--- src/rtl/rdc_pkg.sv ---
package rdc_pkg;

    localparam int NODE_W = 3;

    typedef enum logic [1:0] {
        EV_NONE,
        EV_INV,
        EV_FILL,
        EV_REQ
    } ev_e;

endpackage

--- src/rtl/rdc_store.sv ---
module rdc_store #(
    parameter int SETS   = 4,
    parameter int WAYS   = 2,
    parameter int TAG_W  = 14,
    parameter int DATA_W = 32,
    localparam int IDX_W = $clog2(SETS),
    localparam int WAY_W = (WAYS > 1) ? $clog2(WAYS) : 1
) (
    input  logic                         clk,
    input  logic                         rst_n,
    input  logic [IDX_W-1:0]             rd_idx,
    output logic [WAYS-1:0]              rd_valid,
    output logic [WAYS-1:0]              rd_excl,
    output logic [WAYS-1:0][TAG_W-1:0]   rd_tag,
    output logic [WAYS-1:0][DATA_W-1:0]  rd_data,
    input  logic                         we,
    input  logic [IDX_W-1:0]             w_idx,
    input  logic [WAY_W-1:0]             w_way,
    input  logic                         w_valid,
    input  logic                         w_excl,
    input  logic [TAG_W-1:0]             w_tag,
    input  logic [DATA_W-1:0]            w_data
);

    typedef struct packed {
        logic              valid;
        logic              excl;
        logic [TAG_W-1:0]  tag;
        logic [DATA_W-1:0] data;
    } entry_t;

    entry_t [SETS-1:0][WAYS-1:0] ent_d, ent_q;

    always_comb begin
        ent_d = ent_q;
        if (we) begin
            ent_d[w_idx][w_way].valid = w_valid;
            ent_d[w_idx][w_way].excl  = w_excl;
            ent_d[w_idx][w_way].tag   = w_tag;
            ent_d[w_idx][w_way].data  = w_data;
        end
    end

    always_ff @(posedge clk) begin
        if (!rst_n) ent_q <= '0;
        else        ent_q <= ent_d;
    end

    for (genvar w = 0; w < WAYS; w++) begin : g_rd
        assign rd_valid[w] = ent_q[rd_idx][w].valid;
        assign rd_excl[w]  = ent_q[rd_idx][w].excl;
        assign rd_tag[w]   = ent_q[rd_idx][w].tag;
        assign rd_data[w]  = ent_q[rd_idx][w].data;
    end

endmodule

--- src/rtl/rdc_lookup.sv ---
module rdc_lookup #(
    parameter int WAYS  = 2,
    parameter int TAG_W = 14,
    localparam int WAY_W = (WAYS > 1) ? $clog2(WAYS) : 1
) (
    input  logic [WAYS-1:0]            way_valid,
    input  logic [WAYS-1:0][TAG_W-1:0] way_tag,
    input  logic [TAG_W-1:0]           tag,
    output logic [WAYS-1:0]            match,
    output logic                       hit,
    output logic [WAY_W-1:0]           hit_way,
    output logic                       free,
    output logic [WAY_W-1:0]           free_way
);

    for (genvar w = 0; w < WAYS; w++) begin : g_cmp
        assign match[w] = way_valid[w] && (way_tag[w] == tag);
    end

    always_comb begin
        hit      = |match;
        free     = ~&way_valid;
        hit_way  = '0;
        free_way = '0;
        for (int w = WAYS - 1; w >= 0; w--) begin
            if (match[w])      hit_way  = WAY_W'(w);
            if (!way_valid[w]) free_way = WAY_W'(w);
        end
    end

endmodule

--- src/rtl/rdc_victim.sv ---
module rdc_victim #(
    parameter int SETS = 4,
    parameter int WAYS = 2,
    localparam int IDX_W = $clog2(SETS),
    localparam int WAY_W = (WAYS > 1) ? $clog2(WAYS) : 1
) (
    input  logic             clk,
    input  logic             rst_n,
    input  logic [IDX_W-1:0] rd_idx,
    output logic [WAY_W-1:0] rd_ptr,
    input  logic             adv,
    input  logic [IDX_W-1:0] adv_idx
);

    logic [SETS-1:0][WAY_W-1:0] ptr_d, ptr_q;

    always_comb begin
        ptr_d = ptr_q;
        if (adv) begin
            if (ptr_q[adv_idx] == WAY_W'(WAYS - 1)) ptr_d[adv_idx] = '0;
            else                                    ptr_d[adv_idx] = ptr_q[adv_idx] + 1'b1;
        end
    end

    always_ff @(posedge clk) begin
        if (!rst_n) ptr_q <= '0;
        else        ptr_q <= ptr_d;
    end

    assign rd_ptr = ptr_q[rd_idx];

endmodule

--- src/rtl/rdc_ctrl.sv ---
module rdc_ctrl
    import rdc_pkg::*;
#(
    parameter int ADDR_W = 16,
    parameter int DATA_W = 32,
    parameter int SETS   = 4,
    parameter int WAYS   = 2,
    localparam int IDX_W    = $clog2(SETS),
    localparam int TAG_W    = ADDR_W - IDX_W,
    localparam int WAY_W    = (WAYS > 1) ? $clog2(WAYS) : 1,
    localparam int HOME_LSB = ADDR_W - NODE_W
) (
    input  logic              clk,
    input  logic              rst_n,
    input  logic [NODE_W-1:0] node_id,
    input  logic              cfg_dir_present,
    input  logic              req_valid,
    input  logic [ADDR_W-1:0] req_addr,
    input  logic              req_modify,
    output logic              rsp_valid,
    output logic [DATA_W-1:0] rsp_data,
    output logic              rsp_excl,
    output logic              fwd_valid,
    output logic [ADDR_W-1:0] fwd_addr,
    output logic              fwd_modify,
    input  logic              rr_valid,
    input  logic [ADDR_W-1:0] rr_addr,
    input  logic              rr_modify,
    input  logic [DATA_W-1:0] rr_data,
    input  logic              wb_valid,
    input  logic [ADDR_W-1:0] wb_addr,
    input  logic [DATA_W-1:0] wb_data,
    input  logic              inv_valid,
    input  logic [ADDR_W-1:0] inv_addr,
    output logic              inv_ack
);

    typedef struct packed {
        logic              rsp_valid;
        logic [DATA_W-1:0] rsp_data;
        logic              rsp_excl;
        logic              fwd_valid;
        logic [ADDR_W-1:0] fwd_addr;
        logic              fwd_modify;
        logic              inv_ack;
    } out_t;

    out_t out_d, out_q;

    // event selection, fixed priority
    ev_e               ev;
    logic [ADDR_W-1:0] sel_addr;
    logic [DATA_W-1:0] sel_data;
    logic              sel_modify;

    always_comb begin
        ev         = EV_NONE;
        sel_addr   = req_addr;
        sel_data   = '0;
        sel_modify = req_modify;
        if (inv_valid) begin
            ev       = EV_INV;
            sel_addr = inv_addr;
        end else if (rr_valid) begin
            ev       = rr_modify ? EV_NONE : EV_FILL;
            sel_addr = rr_addr;
            sel_data = rr_data;
        end else if (wb_valid) begin
            ev       = EV_FILL;
            sel_addr = wb_addr;
            sel_data = wb_data;
        end else if (req_valid) begin
            ev = EV_REQ;
        end
    end

    logic [NODE_W-1:0] sel_home;
    logic              sel_remote;
    logic [IDX_W-1:0]  sel_idx;
    logic [TAG_W-1:0]  sel_tag;

    assign sel_home   = sel_addr[HOME_LSB +: NODE_W];
    assign sel_remote = (sel_home != node_id);
    assign sel_idx    = sel_addr[IDX_W-1:0];
    assign sel_tag    = sel_addr[ADDR_W-1:IDX_W];

    // array, lookup and replacement
    logic [WAYS-1:0]             way_valid, way_excl, match;
    logic [WAYS-1:0][TAG_W-1:0]  way_tag;
    logic [WAYS-1:0][DATA_W-1:0] way_data;
    logic                        hit, free;
    logic [WAY_W-1:0]            hit_way, free_way, rr_ptr;

    logic             we, w_valid, w_excl, adv;
    logic [WAY_W-1:0] w_way;

    rdc_store #(
        .SETS(SETS), .WAYS(WAYS), .TAG_W(TAG_W), .DATA_W(DATA_W)
    ) u_store (
        .clk(clk), .rst_n(rst_n),
        .rd_idx(sel_idx),
        .rd_valid(way_valid), .rd_excl(way_excl),
        .rd_tag(way_tag), .rd_data(way_data),
        .we(we), .w_idx(sel_idx), .w_way(w_way),
        .w_valid(w_valid), .w_excl(w_excl),
        .w_tag(sel_tag), .w_data(sel_data)
    );

    rdc_lookup #(.WAYS(WAYS), .TAG_W(TAG_W)) u_lookup (
        .way_valid(way_valid), .way_tag(way_tag), .tag(sel_tag),
        .match(match), .hit(hit), .hit_way(hit_way),
        .free(free), .free_way(free_way)
    );

    rdc_victim #(.SETS(SETS), .WAYS(WAYS)) u_victim (
        .clk(clk), .rst_n(rst_n),
        .rd_idx(sel_idx), .rd_ptr(rr_ptr),
        .adv(adv), .adv_idx(sel_idx)
    );

    always_comb begin
        out_d            = out_q;
        out_d.rsp_valid  = 1'b0;
        out_d.fwd_valid  = 1'b0;
        out_d.inv_ack    = 1'b0;
        we      = 1'b0;
        w_valid = 1'b0;
        w_excl  = 1'b0;
        w_way   = hit_way;
        adv     = 1'b0;
        case (ev)
            EV_INV: begin
                out_d.inv_ack = 1'b1;
                we            = hit;
            end
            EV_FILL: begin
                if (sel_remote) begin
                    we      = 1'b1;
                    w_valid = 1'b1;
                    w_excl  = cfg_dir_present;
                    if (hit)       w_way = hit_way;
                    else if (free) w_way = free_way;
                    else begin
                        w_way = rr_ptr;
                        adv   = 1'b1;
                    end
                end
            end
            EV_REQ: begin
                if (sel_remote && hit && !sel_modify) begin
                    out_d.rsp_valid = 1'b1;
                    out_d.rsp_data  = way_data[hit_way];
                    out_d.rsp_excl  = way_excl[hit_way];
                end else begin
                    out_d.fwd_valid  = 1'b1;
                    out_d.fwd_addr   = sel_addr;
                    out_d.fwd_modify = sel_modify;
                    we               = sel_remote && hit;
                end
            end
            default: ;
        endcase
    end

    always_ff @(posedge clk) begin
        if (!rst_n) out_q <= '0;
        else        out_q <= out_d;
    end

    assign rsp_valid  = out_q.rsp_valid;
    assign rsp_data   = out_q.rsp_data;
    assign rsp_excl   = out_q.rsp_excl;
    assign fwd_valid  = out_q.fwd_valid;
    assign fwd_addr   = out_q.fwd_addr;
    assign fwd_modify = out_q.fwd_modify;
    assign inv_ack    = out_q.inv_ack;

    // sticky record that a directory was ever reported, for the state check
    logic dir_seen_q;
    always_ff @(posedge clk) begin
        if (!rst_n)               dir_seen_q <= 1'b0;
        else if (cfg_dir_present) dir_seen_q <= 1'b1;
    end

    assert_local_never_served_R1: assert property (@(posedge clk) disable iff (!rst_n)
        rsp_valid |-> ($past(sel_home) != $past(node_id)));

    assert_modify_no_fill_R2: assert property (@(posedge clk) disable iff (!rst_n)
        (rr_valid && rr_modify && !inv_valid) |-> !w_valid);

    assert_hit_not_forwarded_R4: assert property (@(posedge clk) disable iff (!rst_n)
        !(rsp_valid && fwd_valid));

    assert_excl_needs_dir_R5: assert property (@(posedge clk) disable iff (!rst_n)
        (rsp_valid && rsp_excl) |-> dir_seen_q);

    assert_modify_hit_fwd_R7: assert property (@(posedge clk) disable iff (!rst_n)
        (ev == EV_REQ && sel_remote && hit && sel_modify) |=> (fwd_valid && fwd_modify && !rsp_valid));

    assert_single_match_R8: assert property (@(posedge clk) disable iff (!rst_n)
        $onehot0(match));

    assert_probe_ack_R9: assert property (@(posedge clk) disable iff (!rst_n)
        inv_valid |=> inv_ack);

    assert_ack_only_after_probe_R9: assert property (@(posedge clk) disable iff (!rst_n)
        !inv_valid |=> !inv_ack);

endmodule

--- config.mk ---
export PLATFORM = sky130hd
export DESIGN_NAME = rdc_ctrl
export DESIGN_NICKNAME = d
export VERILOG_FILES = /design/src/rtl/rdc_pkg.sv /design/src/rtl/rdc_store.sv /design/src/rtl/rdc_lookup.sv /design/src/rtl/rdc_victim.sv /design/src/rtl/rdc_ctrl.sv
export SDC_FILE = /design/constraint.sdc
export NUM_CORES = 1
export LEC_CHECK = 0
export BUFFER_PORTS_ARGS = -buffer_cell sky130_fd_sc_hd__buf_2
export CAP_MARGIN = 20
export CORE_UTILIZATION = 64
export CTS_CLUSTER_DIAMETER = 100
export DETAILED_ROUTE_END_ITERATION = 8
export MAX_ROUTING_LAYER = met4
export PLACE_DENSITY = 0.85
export SLEW_MARGIN = 30
export SYNTH_ARGS = -nofsm -noshare
export SYNTH_HDL_FRONTEND = slang
export SYNTH_SLANG_ARGS = --single-unit
--- constraint.sdc ---
create_clock -name clk -period 8.6 [get_ports clk]
set_input_delay 0.43 -clock clk [delete_from_list [all_inputs] [get_ports clk]]
set_output_delay 0.43 -clock clk [all_outputs]
set_load 0.005 [all_outputs]
==> impl_metrics.ini, run 1 <==
[run_status]
outcome = finished, final reports clean

[pwr]
pwr-share-seq_pct = 46.0
p_int_mw = 3.38
ir_worst_vdd_uv = 155
power.total_mw = 4.52
comb_power_share_pct = 10.9
switching_share_pct = 25.3
powerDensity_mw_per_mm2 = 200
netSwitchingPower_mw = 1.15
leakage_nw = 8.20
clockPowerShare_pct = 43.1

[synthesis]
synthDistinctLibCells = 77
ys_ff_latch = 441
avgSynthCellArea_sq_um = 8.49
synth_edf_count = 0
synth.most_common_cell = nand2_1
yosysSeqAreaShare_pct = 43.3
yosysTopAreaCellShare_pct = 43.3
synth.area.top_cells = dfxtp_1 43%, mux2i_1 14%, nand2_1 8.9%, o21ai_0 5.8%, nand3_1 4.7%
yosys_warnings = 0
yosysTopAreaCell = dfxtp_1
ys_dominant_reg_cell = dfxtp_1
ys_async_sr_fraction_pct = 0
syn-num-nets = 2541
ys_top_cells_by_count = 484 x nand2_1, 441 x dfxtp_1, 282 x mux2i_1, 236 x o21ai_0, 190 x nand3_1
synthCells = 2401
synthesis.area_sq_mm = 0.0204

[detailed_routing]
ant_nets = 0
drt-met1-wl_mm = 23.2
drtIter0Drc = 1727
wl_met3_mm = 4.73
route.met2.wl_mm = 27.2
dr.pass1.iters = 6
drcViolationCount = 0
finalWirelength_mm = 56.9
vias = 18300
wire_per_inst_um = 19.7
detail_route.vias_per_cell = 6.36
highest_layer = met4

[floorplanning]
die_x_um = 180
initial_utilization_pct = 65.8
die_h_um = 180
ios = 193
std_cell_rows = 64
die-area_sq_mm = 0.0326
core_area_sq_mm = 0.0310

[timing]
setup_violations = 0
fmax_mhz = 167
finalHoldViolations = 0
fin_crit_ns = 5.98
slew-limit-headroom_pct = 31.6
setup_tns_ns = 0
worstMarginPinSlew_ns = 1.03
final-max-slew-violation-count = 0
layout_worst_path_cycle_share_pct = 69.5
worst_hold_slack_ns = 0.212
finalClockSkew_ns = 0.0171
rsz0062_at_grt = false

[flow_run]
maxCapViolCount = 0

[setup_path]
worstPathArrival_ns = 6.37
criticalPathCategory = input pin to register
path_max_fanout = 36
critical_path_required_ns = 9.00
reg2reg_depth = 11
startpoint_type = input pin
crit_path_end_kind = register

[cts]
root_buffer = clkbuf_16
cts.clk_slew.worst_paths_ns = 0.06
cts_setup_buffers = 0
clock_sinks = 441
htree_levels = 2
cts_tree = done
clk_path_buf_depth = 3
worstSkewPairLatency_ns = 0.55
hold_buffers = 0
numCtsBuffers = 44
ctsResizeCount = 0

[finish]
syn_to_final_growth_pct = 11.1
layout.nets = 2593
fin_cells = 2884
diodes = 0
drive_gt1_share_pct = 13.7
final_util_pct = 73.1

[global_routing]
grt_pass1_vias = 17500
grt_usage_pct = 35.2
grt_pass1_wl_mm = 90.9
antenna_found_initial = 0
grt_max_degree = 126
gr-total-overflow = 0

[placement]
place_congestion = 0.974
hpwl_mm = 34.4
placed_cells = 2802
port_buffers = 192

[hold_path]
worstHoldPathCells = 3
min_path_type = input pin to register
[kinds of logic (layout without fill, tap and decap cells)]
family,Yosys count,in the layout,share of synthesized area [%]
AOI/OAI and AO/OA,509,509,15.6
xor gates and xnor gates,35,35,1.50
buffers and inverters,232,319,5.52
muxes,295,295,14.6
DFF,441,441,43.3
and+or+nand+nor,889,889,19.4
[metal layers]
metal / vias to the layer above / GRT usage, %
met4: 0 / 13.2
met3: 130 / 4.57
met1: 8722 / 43.9
li1: 8552 / -
met2: 928 / 58.2
met5: - / -
[final timing paths]
kind                     start                 end  slack [ns]
min                 req_modify          fwd_modify        0.21
min reg2reg   u_store.ent_q[7]    u_store.ent_q[7]        0.46
max                   rr_valid  u_store.ent_q[133]        2.62
max reg2reg  u_store.ent_q[40]  u_store.ent_q[133]        4.31
[state kept, by name, indices dropped and copies added (netlist names)]
name,cells
u_victim.ptr_q,4
rsp_valid,1
fwd_addr,16
u_store.ent_q,384
fwd_valid,1
rsp_data,32
inv_ack,1
fwd_modify,1
rsp_excl,1
[critical path: stages]
cell and delay [ns]:
buf_2 0.50, buf_4 0.49, nor2_2 0.23, a211oi_4 0.72, buf_4 0.56, mux2i_1 0.35, o32ai_1 0.15, or3_1 0.43
a21boi_0 0.22, and4_1 0.54, a22o_2 0.85, buf_4 0.53, mux2i_1 0.25, nor2_1 0.05
[cells in the final DEF, fill, tap and decap left out, types with 6 or more instances in the layout]
cell type,instances
nand3_1,190
a221o_1,6
a31oi_1,66
mux2_2,12
a211oi_1,30
clkbuf_16,46
mux2i_1,282
nor4_1,7
a21oi_1,56
xor2_1,8
and3_1,69
dfxtp_1,441
nand2_1,484
clkbuf_1,8
o21ai_0,236
o211ai_1,6
buf_4,26
nor3_1,13
a22o_1,33
o22ai_1,9
xnor2_1,27
clkinv_2,10
nor2_1,80
a221oi_1,6
inv_1,12
o21a_1,9
clkbuf_8,12
buf_2,191
[power by group through the flow]
| stage | combinational (mW) | sequential, mW | clock, mW |
|---|---|---|---|
| 6_report | 0.492 | 2.08 | 1.95 |
| 5_1_grt | 0.524 | 2.08 | 2.05 |
| 4_1_cts | 0.480 | 2.08 | 1.96 |
| 3_5_place_dp | 0.477 | 2.12 | 0 |
| 3_3_place_gp | 0.465 | 2.12 | 0 |
| 2_1_floorplan | 0.339 | 2.12 | 0 |
[final cells by class]
type	count	area [sq um]
multi-input combinational	1728	10500
sequential	441	8830
fill	2268	8340
clock buffer	66	1350
timing repair buffer	225	1300
tap	396	495
clock inverter	15	141
inverter	13	48.8
[metrics by stage]
stage	setup WS, ns	cell area, sq um
CTS	2.70	22600
detailed placement	2.14	21100
floorplan	5.10	20400
finish	2.62	22600
global placement	2.21	21000
global route	2.20	22600
No activity file was read; power rests on OpenSTA's default activity.
==> run 2, diff against run 1 <==
--- a/config.mk
+++ b/config.mk
@@ -7,11 +7,11 @@
 export LEC_CHECK = 0
 export BUFFER_PORTS_ARGS = -buffer_cell sky130_fd_sc_hd__buf_2
 export CAP_MARGIN = 20
-export CORE_UTILIZATION = 64
+export CORE_UTILIZATION = 60
 export CTS_CLUSTER_DIAMETER = 100
 export DETAILED_ROUTE_END_ITERATION = 8
 export MAX_ROUTING_LAYER = met4
-export PLACE_DENSITY = 0.85
+export PLACE_DENSITY = 0.81
 export SLEW_MARGIN = 30
 export SYNTH_ARGS = -nofsm -noshare
 export SYNTH_HDL_FRONTEND = slang
==> constraint.sdc (replaced) <==
create_clock -name clk -period 5.55 [get_ports clk]
set_input_delay 0.2775 -clock clk [delete_from_list [all_inputs] [get_ports clk]]
set_output_delay 0.2775 -clock clk [all_outputs]
set_load 0.005 [all_outputs]
==> run 2 against run 1 <==
Critical path depth fell by 2; combinational power rose by 57%; critical path type unchanged; largest cell class unchanged; register-to-register slack lost 2.4 ns; routed wire length rose by 0.82%; power increased by 54%; via count about the same; clock skew shrank 0.0044 ns; die area increased by 6.6%; worst hold slack got worse by 0.17 ns; global-route usage is 2.4 points lower; critical endpoint is now u_store.ent_q[99].
==> impl_metrics.ini, run 2 (synthesis gave the netlist of run 1 again) <==
[pwr]
p_int_mw = 5.18
ir_worst_vdd_uv = 262
pwr-share-seq_pct = 46.3
comb_power_share_pct = 11.1
powerDensity_mw_per_mm2 = 305
netSwitchingPower_mw = 1.78
clockPowerShare_pct = 42.7
leakage_nw = 8.23
switching_share_pct = 25.6

[setup_path]
path_common_cell = buf_12
r2r_setup_slack_ns = 1.87
startpoint_type = input pin
crit_chain = buf_2 > nor2_2 > a211oi_4 > buf_12 > mux2_2 > a222oi_1 > a32oi_1 > nor3_1 > and4_1 > a22o_2 > buf_12 > mux2i_1
reg2reg_depth = 11
criticalPathCategory = input pin to register
cp_slowest_cell = buf_2
r2r_end = rsp_data[17]
crit_path_end_kind = register
max_stage_delay_ns = 0.62
critical_path_required_ns = 6.03
worstPathArrival_ns = 4.91
path_max_fanout = 78
r2r_start = u_store.ent_q[273]

[finish]
layout_commonest_cell = nand2_1
layout_common_cells = 484 x nand2_1, 441 x dfxtp_1, 282 x mux2i_1
syn_to_final_growth_pct = 11.8
largest_reg_flops = 384
layout.nets = 2602
drive_gt1_share_pct = 13.7
fillers = 2666
diodes = 0
largest-register = u_store.ent_q

[cts]
numCtsBuffers = 45
root_buffer = clkbuf_16
worstSkewPairLatency_ns = 0.56
clock_sinks = 441
cts_setup_buffers = 0
cts_tree = done
clk_path_buf_depth = 3
ctsResizeCount = 0
cts.clk_slew.worst_paths_ns = 0.06
hold_buffers = 0
htree_levels = 2

[timing]
fmax_mhz = 226
layout_worst_path_cycle_share_pct = 79.8
rsz0062_at_grt = false
finalHoldViolations = 0
worst_hold_slack_ns = 0.0405
slew-limit-headroom_pct = 32.1
fin_crit_ns = 4.43
setup_violations = 0
setup_tns_ns = 0
worstMarginPinSlew_ns = 1.02
finalClockSkew_ns = 0.0127
final-max-slew-violation-count = 0

[global_routing]
grt_pass1_wl_mm = 90.6
antenna_found_initial = 0
grt_usage_pct = 32.8
grt_max_degree = 204
gr-total-overflow = 0
grt_pass1_vias = 17500

[detailed_routing]
vias = 18300
finalWirelength_mm = 57.4
ant_nets = 0
dr.pass1.iters = 6
detail_route.vias_per_cell = 6.22
drcViolationCount = 0
wire_per_inst_um = 19.5
drtIter0Drc = 2193

[hold_path]
worstHoldStart = req_modify
worstHoldPathCells = 3
holdPathEnd = fwd_modify
min_path_type = input pin to register

[placement]
port_buffers = 192
place_congestion = 0.931
hpwl_mm = 33.6

[floorplanning]
ios = 193
core_area_sq_mm = 0.0334
std_cell_rows = 67
die_x_um = 186
die_h_um = 186
die-area_sq_mm = 0.0347
initial_utilization_pct = 60.9

[flow_run]
maxCapViolCount = 0

[run_status]
outcome = finished, final reports clean
==> run 2: cell types whose count changed in the layout (fill, tap and decap cells not counted), sizes merged <==
cell    before  now
inv         13   16
buf        225  233
clkbuf      66   67
clkinv      11    6
==> run 2: critical path: cells and delay by family <==
| kind | cells | cell delay, ns |
|---|---|---|
| compound gates | 4 | 1.46 |
| simple gates | 3 | 1.09 |
| mux | 2 | 0.61 |
| buf+inv | 3 | 1.38 |
==> run 2: area by class of cell <==
class                           instances  area (sq um)  share of cell area, %
Clock inverter                         13           143                  0.626
Timing Repair Buffer                  233          1460                   6.39
Sequential cell                       441          8830                   38.7
Inverter                               13          48.8                  0.214
Tap cell                              448           561                   2.46
Multi-Input combinational cell       1728         10500                   45.9
Clock buffer                           67          1300                   5.70
==> run 2: through the flow <==
step                std cells  setup WS, ns  util (%)  area [sq um]  power, mW
finish                   2943          1.12      68.2         22800       6.96
global placement         2861         0.827      63.7         21300       4.02
floorplan                2401          2.20         -         20400       3.81
global route             2943         0.889      68.2         22800       7.19
CTS                      2941          1.21      68.0         22700       6.97
detailed placement       2861         0.640      63.7         21300       4.03
==> run 2: worst max-delay path by stage <==
stage,startpoint,to,slack [ns],depth (start not counted)
finish,rr_valid,u_store.ent_q[99],1.12,12
global route,rr_valid,u_store.ent_q[121],0.89,12
CTS,rr_valid,u_store.ent_q[118],1.21,12
detailed placement,rr_valid,u_store.ent_q[101],0.64,12
global placement,rr_valid,u_store.ent_q[142],0.83,12
floorplan,inv_valid,u_store.ent_q[227],2.20,15
==> run 2: power groups by stage <==
stage / Combinational (mW) / Clock (mW) / Sequential, mW
finish: 0.770 / 2.97 / 3.22
global placement: 0.731 / 0 / 3.29
global route: 0.815 / 3.15 / 3.22
detailed placement: 0.743 / 0 / 3.29
floorplan: 0.526 / 0 / 3.28
CTS: 0.749 / 3.00 / 3.22
==> run 2: metal layers <==
layer  wire [um]  global-route usage [%]  vias to the layer above
li1            -                       -                     8566
met1       23600                    40.6                     8714
met2       27600                    54.4                      876
met3        4370                    4.19                      164
met4        1770                    12.6                        0
met5           0                       -                        -
